### config.mk
export PLATFORM = sky130hd
export DESIGN_NAME = irq_route_unit
export DESIGN_NICKNAME = d
export VERILOG_FILES = /design/src/rtl/irq_route_pkg.sv /design/src/rtl/irq_chan.sv /design/src/rtl/irq_msg_arb.sv /design/src/rtl/irq_line_mux.sv /design/src/rtl/irq_route_unit.sv
export SDC_FILE = /design/constraint.sdc
export NUM_CORES = 1
export LEC_CHECK = 0
export ABC_AREA = 0
export BUFFER_PORTS_ARGS = -buffer_cell sky130_fd_sc_hd__buf_2
export CORE_AREA = 4 4 165 167
export DETAILED_ROUTE_END_ITERATION = 8
export DIE_AREA = 0 0 169 171
export PLACE_DENSITY = 0.57
export SYNTH_ARGS = -nofsm -noshare
export SYNTH_HDL_FRONTEND = slang
export SYNTH_SLANG_ARGS = --single-unit
### constraint.sdc
create_clock -name clk -period 1.7 [get_ports clk]
set_input_delay 0.085 -clock clk [delete_from_list [all_inputs] [get_ports clk]]
set_output_delay 0.085 -clock clk [all_outputs]
set_load 0.01 [all_outputs]
### src/rtl/irq_route_pkg.sv
package irq_route_pkg;
    localparam int CFG_W     = 15;
    localparam int LVL_BIT   = 1;
    localparam int EN_BIT    = 2;
    localparam int ROUTE_LSB = 9;
    localparam int ROUTE_W   = 5;
    localparam int MSG_BIT   = 14;
    localparam int RREG_W    = 64;
    localparam int HALF_W    = RREG_W / 2;

    typedef struct packed {
        logic               en;
        logic               lvl;
        logic               msg;
        logic [ROUTE_W-1:0] route;
    } chan_cfg_t;

    function automatic chan_cfg_t decode_cfg(input logic [CFG_W-1:0] w);
        chan_cfg_t c;
        c.en    = w[EN_BIT];
        c.lvl   = w[LVL_BIT];
        c.msg   = w[MSG_BIT];
        c.route = w[ROUTE_LSB +: ROUTE_W];
        return c;
    endfunction
endpackage

### src/rtl/irq_chan.sv
module irq_chan
    import irq_route_pkg::*;
(
    input  logic      clk,
    input  logic      rst_n,
    input  logic      fire_i,
    input  logic      glob_en_i,
    input  logic      clr_i,
    input  chan_cfg_t cfg_i,
    output logic      sts_o,
    output logic      pulse_o,
    output logic      msg_req_o
);
    typedef struct packed {
        logic sts;
        logic pulse;
        logic msg_prev;
    } chan_st_t;

    chan_st_t st_d, st_q;
    logic     live;

    always_comb begin
        st_d          = st_q;
        st_d.pulse    = 1'b0;
        st_d.msg_prev = cfg_i.msg;
        msg_req_o     = 1'b0;
        live          = cfg_i.en && glob_en_i;
        if (clr_i)
            st_d.sts = 1'b0;
        if (cfg_i.msg && !st_q.msg_prev)
            st_d.sts = 1'b0;
        if (fire_i && live) begin
            if (cfg_i.msg) begin
                msg_req_o = 1'b1;
            end else if (cfg_i.lvl) begin
                st_d.sts = 1'b1;
            end else begin
                st_d.sts   = 1'b0;
                st_d.pulse = 1'b1;
            end
        end
        if (!live) begin
            st_d.sts   = 1'b0;
            st_d.pulse = 1'b0;
        end
    end

    always_ff @(posedge clk or negedge rst_n) begin
        if (!rst_n) st_q <= '0;
        else        st_q <= st_d;
    end

    assign sts_o   = st_q.sts;
    assign pulse_o = st_q.pulse;

    assert_disable_clears_R7: assert property (@(posedge clk) disable iff (!rst_n)
        (!cfg_i.en || !glob_en_i) |=> (!sts_o && !pulse_o));
    assert_msg_rise_clears_R10: assert property (@(posedge clk) disable iff (!rst_n)
        cfg_i.msg |=> !sts_o);
    assert_wr_clear_R6: assert property (@(posedge clk) disable iff (!rst_n)
        (clr_i && !fire_i) |=> !sts_o);
    assert_single_pulse_R4: assert property (@(posedge clk) disable iff (!rst_n)
        (pulse_o && !fire_i) |=> !pulse_o);
endmodule

### src/rtl/irq_msg_arb.sv
module irq_msg_arb
    import irq_route_pkg::*;
#(
    parameter int NUM_CH = 4
) (
    input  logic                     clk,
    input  logic                     rst_n,
    input  logic [NUM_CH-1:0]        req_i,
    input  logic [NUM_CH*RREG_W-1:0] route_reg_i,
    input  logic                     ready_i,
    output logic                     valid_o,
    output logic [HALF_W-1:0]        addr_o,
    output logic [HALF_W-1:0]        data_o
);
    typedef struct packed {
        logic [NUM_CH-1:0] pend;
        logic              valid;
        logic [HALF_W-1:0] addr;
        logic [HALF_W-1:0] data;
    } arb_st_t;

    arb_st_t st_d, st_q;
    logic    found;

    always_comb begin
        st_d  = st_q;
        found = 1'b0;
        if (st_q.valid && ready_i)
            st_d.valid = 1'b0;
        if (!st_q.valid) begin
            for (int c = 0; c < NUM_CH; c++) begin
                if (!found && st_q.pend[c]) begin
                    found        = 1'b1;
                    st_d.valid   = 1'b1;
                    st_d.addr    = route_reg_i[c*RREG_W + HALF_W +: HALF_W];
                    st_d.data    = route_reg_i[c*RREG_W +: HALF_W];
                    st_d.pend[c] = 1'b0;
                end
            end
        end
        st_d.pend = st_d.pend | req_i;
    end

    always_ff @(posedge clk or negedge rst_n) begin
        if (!rst_n) st_q <= '0;
        else        st_q <= st_d;
    end

    assign valid_o = st_q.valid;
    assign addr_o  = st_q.addr;
    assign data_o  = st_q.data;

    assert_msg_hold_R9: assert property (@(posedge clk) disable iff (!rst_n)
        (valid_o && !ready_i) |=> (valid_o && $stable(addr_o) && $stable(data_o)));
endmodule

### src/rtl/irq_line_mux.sv
module irq_line_mux
    import irq_route_pkg::*;
#(
    parameter int NUM_CH    = 4,
    parameter int NUM_LINES = 24,
    parameter int INV_FROM  = 16,
    parameter int PIT_LINE  = 0,
    parameter int RTC_LINE  = 8
) (
    input  logic                      clk,
    input  logic                      rst_n,
    input  logic [NUM_CH-1:0]         sts_i,
    input  logic [NUM_CH-1:0]         pulse_i,
    input  logic [NUM_CH*ROUTE_W-1:0] route_i,
    input  logic                      legacy_i,
    input  logic                      pit_in_i,
    input  logic                      rtc_in_i,
    output logic [NUM_LINES-1:0]      lines_o,
    output logic                      pit_en_o
);
    typedef struct packed {
        logic legacy;
        logic pit;
        logic rtc;
    } mux_st_t;

    mux_st_t              st_d, st_q;
    logic [NUM_LINES-1:0] act;
    int                   eff;

    always_comb begin
        st_d.legacy = legacy_i;
        st_d.pit    = pit_in_i;
        st_d.rtc    = rtc_in_i;
        act         = '0;
        eff         = 0;
        for (int c = 0; c < NUM_CH; c++) begin
            eff = int'(route_i[c*ROUTE_W +: ROUTE_W]);
            if (st_q.legacy && c == 0) eff = PIT_LINE;
            if (st_q.legacy && c == 1) eff = RTC_LINE;
            for (int l = 0; l < NUM_LINES; l++)
                if ((sts_i[c] || pulse_i[c]) && eff == l) act[l] = 1'b1;
        end
        if (!st_q.legacy) begin
            act[PIT_LINE] = act[PIT_LINE] | st_q.pit;
            act[RTC_LINE] = act[RTC_LINE] | st_q.rtc;
        end
        for (int l = 0; l < NUM_LINES; l++)
            lines_o[l] = (l >= INV_FROM) ? !act[l] : act[l];
    end

    always_ff @(posedge clk or negedge rst_n) begin
        if (!rst_n) st_q <= '0;
        else        st_q <= st_d;
    end

    assign pit_en_o = !st_q.legacy;

    assert_legacy_takeover_R11: assert property (@(posedge clk) disable iff (!rst_n)
        (legacy_i && !(sts_i[0] || pulse_i[0]) && !(sts_i[1] || pulse_i[1]))
            |=> (!pit_en_o && (sts_i[0] || pulse_i[0] || !lines_o[PIT_LINE])));
endmodule

### src/rtl/irq_route_unit.sv
module irq_route_unit
    import irq_route_pkg::*;
#(
    parameter int NUM_CH    = 4,
    parameter int NUM_LINES = 24,
    parameter int INV_FROM  = 16
) (
    input  logic                     clk,
    input  logic                     rst_n,
    input  logic [NUM_CH-1:0]        fire_i,
    input  logic [NUM_CH*CFG_W-1:0]  ch_cfg_i,
    input  logic [NUM_CH*RREG_W-1:0] route_reg_i,
    input  logic                     glob_en_i,
    input  logic                     legacy_i,
    input  logic                     sts_wr_i,
    input  logic [NUM_CH-1:0]        sts_wdata_i,
    input  logic                     pit_in_i,
    input  logic                     rtc_in_i,
    input  logic                     msg_ready_i,
    output logic [NUM_LINES-1:0]     irq_o,
    output logic                     pit_en_o,
    output logic [NUM_CH-1:0]        sts_o,
    output logic                     msg_valid_o,
    output logic [HALF_W-1:0]        msg_addr_o,
    output logic [HALF_W-1:0]        msg_data_o
);
    logic [NUM_CH-1:0]         pulse;
    logic [NUM_CH-1:0]         msg_req;
    logic [NUM_CH*ROUTE_W-1:0] route_flat;

    for (genvar c = 0; c < NUM_CH; c++) begin : g_ch
        chan_cfg_t cfg;
        assign cfg = decode_cfg(ch_cfg_i[c*CFG_W +: CFG_W]);
        assign route_flat[c*ROUTE_W +: ROUTE_W] = cfg.route;

        irq_chan chan_i (
            .clk       (clk),
            .rst_n     (rst_n),
            .fire_i    (fire_i[c]),
            .glob_en_i (glob_en_i),
            .clr_i     (sts_wr_i && sts_wdata_i[c]),
            .cfg_i     (cfg),
            .sts_o     (sts_o[c]),
            .pulse_o   (pulse[c]),
            .msg_req_o (msg_req[c])
        );
    end

    irq_msg_arb #(.NUM_CH(NUM_CH)) arb_i (
        .clk         (clk),
        .rst_n       (rst_n),
        .req_i       (msg_req),
        .route_reg_i (route_reg_i),
        .ready_i     (msg_ready_i),
        .valid_o     (msg_valid_o),
        .addr_o      (msg_addr_o),
        .data_o      (msg_data_o)
    );

    irq_line_mux #(
        .NUM_CH    (NUM_CH),
        .NUM_LINES (NUM_LINES),
        .INV_FROM  (INV_FROM)
    ) mux_i (
        .clk      (clk),
        .rst_n    (rst_n),
        .sts_i    (sts_o),
        .pulse_i  (pulse),
        .route_i  (route_flat),
        .legacy_i (legacy_i),
        .pit_in_i (pit_in_i),
        .rtc_in_i (rtc_in_i),
        .lines_o  (irq_o),
        .pit_en_o (pit_en_o)
    );

    assert_msg_no_status_R8: assert property (@(posedge clk) disable iff (!rst_n)
        ((|msg_req) && !sts_wr_i) |=> ((sts_o & $past(msg_req)) == '0));
endmodule

==> impl_results.md, run 1 <==
- Chip height: 171 um
- Pin count of the biggest net entering global routing: 44
- Int Power: 0.00656 W
- Setup TNS: -4.31 ns
- WL final: 26000 um
- Clock Power Share: 17.6%
- Clock root buffer: clkbuf_16
- GRT Resource Usage Total: 16.5%
- H-tree levels: 3
- Met1 usage: 20.9%
- Initial Util: 23.1%
- # diodes: 0
- First-pass GRT wire length: 38200 um
- Seq/Total Area, Yosys: 35.4%
- Warnings from Yosys: 0
- Residual DRC: 0
- Tcrit/Tclk final: 117%
- Max cap viols: 0
- GR met2 Demand/Resource: 28.4%
- Worst Hold Class: in2reg
- P_leak: 4.31 nW
- Placement-stage worst setup slack: 0.0200 ns
- Max-slew violation count: 0
- CTS Buffer Depth: 2
- Clock-pin slew on the worst setup and hold paths: 0.07 ns
- Most common cell after layout, fill and taps aside: buf_2
- I/O Pins: 426
- Top Usage Layer GRT: met2
- Final Skew: 0.00872 ns
- Core area: 25800 sq um
- P per Cell Area: 1170 nW/um^2
- CTS buffer count: 9
- # setup viols final: 24
- Placed cell count: 1374
- Fillcell total: 2675
- Sw Share: 41.1%
- Flops & latches, synth: 84
- Fin. Hold Viols: 0
- Max FO, Critical Path: 6
- Share of cells above drive strength 1: 45.9%
- Worst-margin pin slew: 0.411 ns
- CP arrival: 1.90 ns
- Combinational Power Share: 52.4%
- Rows: 59
- I/O Buffers: 397
- GRT Residual Overflow: 0
- Final antenna-violating net count: 0
- Syn avg cell area: 8.24 sq um
- Syn Std Cell Area: 5940 sq um
- Vias per inst: 4.92
- CP Launch Type: register
- PnR worst setup slack: -0.283 ns
- Worst Path Required: 1.62 ns
- Non-Filler Instances: 1486
- Die Span X: 169 um
- Vias in the first global route: 7098
- Post-Synthesis Cells: 721
- Worst Setup End Kind: output pin
- Failing checks: negative setup slack
- P_sw: 0.00458 W
- Synth Flop Type: dfrtp_1
- Yosys cell types: 52
- Gpl congestion: 0.876
- Synthesized Nets: 1053
- Critical path class: reg2out
- Worst skew pair latency: 0.35 ns
- GR Util met3: 3.37%
- Count of flip-flops with a built-in enable after synthesis: 0
- Initial antenna violation count: 0
- Max VDD drop: 518 uV
- DR pass1 iterations: 6
- Post-DR wirelength/cell: 17.5 um
- Nets@finish: 1478
- Iteration-0 DRC Markers: 545
- Num Clock Sinks: 84
- Sequential share of power: 30.1%
- Synthesis-to-finish area growth: 60.7%
- Final Critical Period: 1.98 ns
- Dpl hpwl: 19900 um
- CTS tree: yes
- Status: finished, violations left
- Post-synthesis async set-or-reset flop share: 100%
- Fmax achieved: 0.504 GHz
- Commonest cells after routing, fill and taps aside: buf_2, nand2_1, dfrtp_1, dlygate4sd3_1, nor2_1
- Total die area: 28900 sq um
- Vias: 7304
- RSZ-0062 raised after global routing: yes
- Rel. slew slack: 72.6%
## kinds of logic (layout without fill, tap and decap cells)
group	count (synthesis)	after routing	share of synthesized area, %
simple gates	240	240	18.9
flops	84	84	35.4
buf+inv	131	561	13.7
mux	3	3	0.505
compound gates	263	263	31.5
## synth_stat cells (all sizes together), types with 5 or more instances
library cell   n  area share (%)
nor3          16             1.5
clkbuf        25             1.6
nand2         83             5.2
a221o         68              11
nor2          81             5.4
o22ai          8            0.84
nand3         17             1.4
nor2b          6            0.63
a22oi         17             2.1
nor3b          7             1.1
nor4           5            0.53
o21ai         79             6.7
inv           11            0.70
a31oi         64             6.7
buf           94              11
dfrtp         84              35
nand2b         8            0.84
## area by class of cell
type                       count  area [sq um]  area share [%]
timing repair buffer         533          3370            35.3
multi-input combinational    506          3310            34.7
sequential                    84          2110            22.1
tap                          335           419            4.39
clock buffer                  10           239            2.50
clock inverter                 6          47.5           0.498
inverter                      12          45.0           0.472
## final timing paths
kind                       depth (start not counted)  slack, ns          endpoint        startpoint
min                                                3       0.02  arb_i.data_o[16]  route_reg_i[208]
max reg2reg                                        5       0.11  arb_i.addr_o[31]    arb_i.st_q[65]
max in group asynchronous                          3       0.88    arb_i.st_q[66]             rst_n
min reg2reg                                        2       0.55  arb_i.data_o[14]  arb_i.data_o[14]
min in group asynchronous                          2       0.21  arb_i.addr_o[29]             rst_n
max                                                5      -0.28          irq_o[9]     mux_i.st_q[2]
## sequential cells by signal, summed over array words and instances, names as in the netlist
register and count:
g_ch.chan_i.pulse_o 4, mux_i.st_q 3, arb_i.data_o 32, g_ch.chan_i.sts_o 4
g_ch.chan_i.st_q 4, arb_i.addr_o 32, arb_i.st_q 4, arb_i.valid_o 1
## power by group through the flow
| stage | clock [W] | combinational [W] | sequential, W |
|---|---|---|---|
| 6_report | 0.00195 | 0.00583 | 0.00335 |
| 5_1_grt | 0.00210 | 0.00648 | 0.00346 |
| 4_1_cts | 0.00204 | 0.00582 | 0.00335 |
| 3_5_place_dp | 0 | 0.00564 | 0.00337 |
| 3_3_place_gp | 0 | 0.00558 | 0.00334 |
| 2_1_floorplan | 0 | 0.00438 | 0.00327 |
## routing by layer
layer  vias to the layer above  share of wire (%)
met5                         -                  0
met4                         0                2.3
met3                        42                7.4
met2                       344                 50
met1                      3425                 41
li1                       3493                  -
## stage by stage
stage	utilization, %	hold WS, ns	instance area [sq um]	power (W)
after floorplan	-	-0.211	5940	0.00765
after global placement	31.1	0.0452	8010	0.00892
after detailed placement	31.1	0.0444	8010	0.00900
after CTS	36.5	0.00351	9400	0.0112
after global routing	37.0	0.00600	9540	0.0120
final	37.0	0.0184	9540	0.0111
## worst max-delay path, stage by stage, from the launching register on
cell	delay [ns]
dfrtp_2	0.45
or3b_4	0.44
nor3_4	0.20
a22o_1	0.22
a221o_1	0.11
buf_2	0.12
## timing repair
| action | 4_1_cts | 5_1_grt |
|---|---|---|
| endpoints found under the setup margin | 24 | 47 |
| endpoints found under the hold margin | 104 | 0 |
| gates resized for setup | 50 | 21 |
| pin swaps | 17 | 9 |
| hold buffers | 80 | 0 |
| setup buffers | 11 | 7 |
(Power assumes the default switching activity.)
==> run 2: changes to the inputs <==
--- a/config.mk
+++ b/config.mk
@@ -10,7 +10,6 @@
 export CORE_AREA = 4 4 165 167
 export DETAILED_ROUTE_END_ITERATION = 8
 export DIE_AREA = 0 0 169 171
-export PLACE_DENSITY = 0.57
 export SYNTH_ARGS = -nofsm -noshare
 export SYNTH_HDL_FRONTEND = slang
 export SYNTH_SLANG_ARGS = --single-unit
==> impl_results.md, run 2 (same netlist as run 1, synthesis figures left out) <==
- Rows: 59 (unchanged)
- Status: finished, violations left (unchanged)
- CTS Buffer Depth: 2 (unchanged)
- Initial Util: 23.1% (unchanged)
- Worst Setup End Kind: output pin (unchanged)
- Share of cells above drive strength 1: 44.7% (was 45.9%)
- Buf/Inv on CP: 2 (was 1)
- Tcrit/Tclk final: 117% (about the same)
- CP cell instances: nor3b_1 > nor3b_1 > buf_4 > a22o_1 > a221o_1 > buf_2 (was or3b_4 > nor3_4 > a22o_1 > a221o_1 > buf_2)
- Worst-margin pin slew: 0.478 ns (was 0.411 ns)
- Core Util, Final: 36.2% (was 37.0%)
- Total power: 0.0111 W (about the same)
- HP Start: route_reg_i[239] (was route_reg_i[208])
- Critical path class: reg2out (unchanged)
- Vias in the first global route: 6979 (was 7098)
- Reg2reg end: arb_i.data_o[31] (was arb_i.addr_o[31])
- Final Critical Period: 1.99 ns (was 1.98 ns)
- # diodes: 0 (unchanged)
- Origin of the critical flop-to-flop path: arb_i.st_q[66] (was arb_i.st_q[65])
- # setup viols final: 24 (unchanged)
- H-tree levels: 3 (unchanged)
- Reg2Reg Depth: 5 (unchanged)
- Pin count of the biggest net entering global routing: 58 (was 44)
- Max VDD drop: 677 uV (was 518 uV)
- Delay of the slowest critical-path stage: 0.45 ns (about the same)
- Failing checks: negative setup slack (unchanged)
- Worst Path Required: 1.62 ns (about the same)
- Worst Hold End: arb_i.addr_o[15] (was arb_i.data_o[16])
- Die Span X: 169 um (unchanged)
- Non-Filler Instances: 1471 (was 1486)
- GRT Resource Usage Total: 16.9% (was 16.5%)
- Max-slew violation count: 0 (unchanged)
- P per Cell Area: 1190 nW/um^2 (was 1170 nW/um^2)
- Fin. Hold Viols: 0 (unchanged)
- Max cap viols: 0 (unchanged)
- Placed cell count: 1374 (unchanged)
- Post-DR wirelength/cell: 18.1 um (was 17.5 um)
- I/O Buffers: 397 (unchanged)
- WL final: 26600 um (was 26000 um)
- PnR worst setup slack: -0.289 ns (was -0.283 ns)
- Final antenna-violating net count: 0 (unchanged)
- CTS tree: yes (unchanged)
- Worst hold path depth: 3 (unchanged)
- Multi-input logic area: 3240 sq um (was 3310 sq um)
- Worst Hold Class: in2reg (unchanged)
- Fillcell total: 2650 (was 2675)
- Slowest cell on the critical path: dfrtp_2 (unchanged)
- CTS buffer count: 9 (unchanged)
- Gpl congestion: 0.879 (was 0.876)
- Clock-pin slew on the worst setup and hold paths: 0.07 ns (about the same)
- Vias per inst: 4.98 (was 4.92)
- Most common cell after layout, fill and taps aside: buf_2 (unchanged)
- P_leak: 4.19 nW (was 4.31 nW)
- CP dominant cell by count: nor3b_1
- Reg-to-reg slack, setup: 0.12 ns (was 0.11 ns)
- Worst skew pair latency: 0.35 ns (about the same)
- DP Area: 8020 sq um (was 8010 sq um)
- Fmax achieved: 0.503 GHz (was 0.504 GHz)
- Top delay family on crit path: simple AND/OR/NAND/NOR gates (unchanged)
- RSZ-0062 raised after global routing: yes (unchanged)
- Register Area: 2110 sq um (about the same)
- Synthesis-to-finish area growth: 56.8% (was 60.7%)
- Core area: 25800 sq um (unchanged)
- DR pass1 iterations: 5 (was 6)
- Design area: 9320 sq um (was 9540 sq um)
- Residual DRC: 0 (unchanged)
- Commonest cells after routing, fill and taps aside: buf_2, nand2_1, dfrtp_1 (was buf_2, nand2_1, dfrtp_1, dlygate4sd3_1, nor2_1)
- Num Clock Sinks: 84 (unchanged)
- Nets@finish: 1463 (was 1478)
- CP arrival: 1.90 ns (about the same)
- Initial antenna violation count: 0 (unchanged)
- Clock root buffer: clkbuf_16 (unchanged)
- Rel. slew slack: 67.8% (was 72.6%)
- Iteration-0 DRC Markers: 523 (was 545)
- Final Skew: 0.0107 ns (was 0.00872 ns)
- GRT Residual Overflow: 0 (unchanged)
- Total die area: 28900 sq um (unchanged)
- Chip height: 171 um (unchanged)
- First-pass GRT wire length: 38500 um (was 38200 um)
- Dpl hpwl: 20200 um (was 19900 um)
- Vias: 7320 (was 7304)
- I/O Pins: 426 (unchanged)
- Setup TNS: -4.36 ns (was -4.31 ns)
- CP Launch Type: register (unchanged)
- Max FO, Critical Path: 6 (unchanged)
==> run 2: changes by cell type in the layout (fill, tap and decap cells not counted), sizes merged <==
cell         delta
buf            -12
dlygate4sd3     -3
==> run 2: final cells by class <==
class	instances	area share (%)
clock buffers	10	2.56
clock inverters	6	0.510
inverters	12	0.510
multi-input cells	506	34.7
flip-flops and latches	84	22.6
well taps	335	4.50
repair buffers	518	34.6
==> run 2: per-layer routing <==
metal  share of wire, %  track usage [%]  vias to the layer above  wire length (um)
li1                   -                -                     3464                 -
met4                2.9             6.13                        0               771
met1                 40             21.2                     3416             10700
met2                 49             28.6                      395             13000
met3                8.2             4.04                       45              2190
met5                  0                0                        -                 0
==> run 2: how the worst max path moves through the flow <==
| stage | from | endpoint | slack, ns | cells after the start |
|---|---|---|---|---|
| final | mux_i.st_q[2] | irq_o[9] | -0.29 | 6 |
| after global routing | mux_i.st_q[2] | irq_o[23] | -0.37 | 7 |
| after CTS | mux_i.st_q[2] | irq_o[9] | -0.27 | 5 |
| after detailed placement | mux_i.st_q[2] | irq_o[9] | 0.02 | 5 |
| after global placement | mux_i.st_q[2] | irq_o[9] | 0.03 | 5 |
| after floorplan | mux_i.st_q[2] | irq_o[14] | 0.20 | 4 |
==> run 2: where the power goes <==
group	internal, W	leakage, nW	switching (W)
Combinational	0.00256	3.08	0.00322
Sequential	0.00288	0.978	0.000489
Clock	0.00104	0.139	0.000904
==> run 2: metrics by stage <==
stage | hold slack, ns | setup WS, ns
CTS | 0.00185 | -0.272
global placement | -0.0675 | 0.0344
detailed placement | -0.0678 | 0.0211
finish | 0.0183 | -0.289
floorplan | -0.211 | 0.196
global route | 0.0150 | -0.371
==> run 2: worst min-delay path, cell delays in order <==
cell     delay [ns]
buf_2          0.11
nand2_1        0.05
a31oi_1        0.07
==> run 2: repair_timing <==
| action | 4_1_cts | 5_1_grt |
|---|---|---|
| hold buffers | 77 | 0 |
| gates resized for setup | 28 | 20 |
| setup buffers | 2 | 3 |
| pin swaps | 8 | 5 |
| endpoints found under the setup margin | 24 | 27 |
| hold endpoints to repair | 158 | 0 |
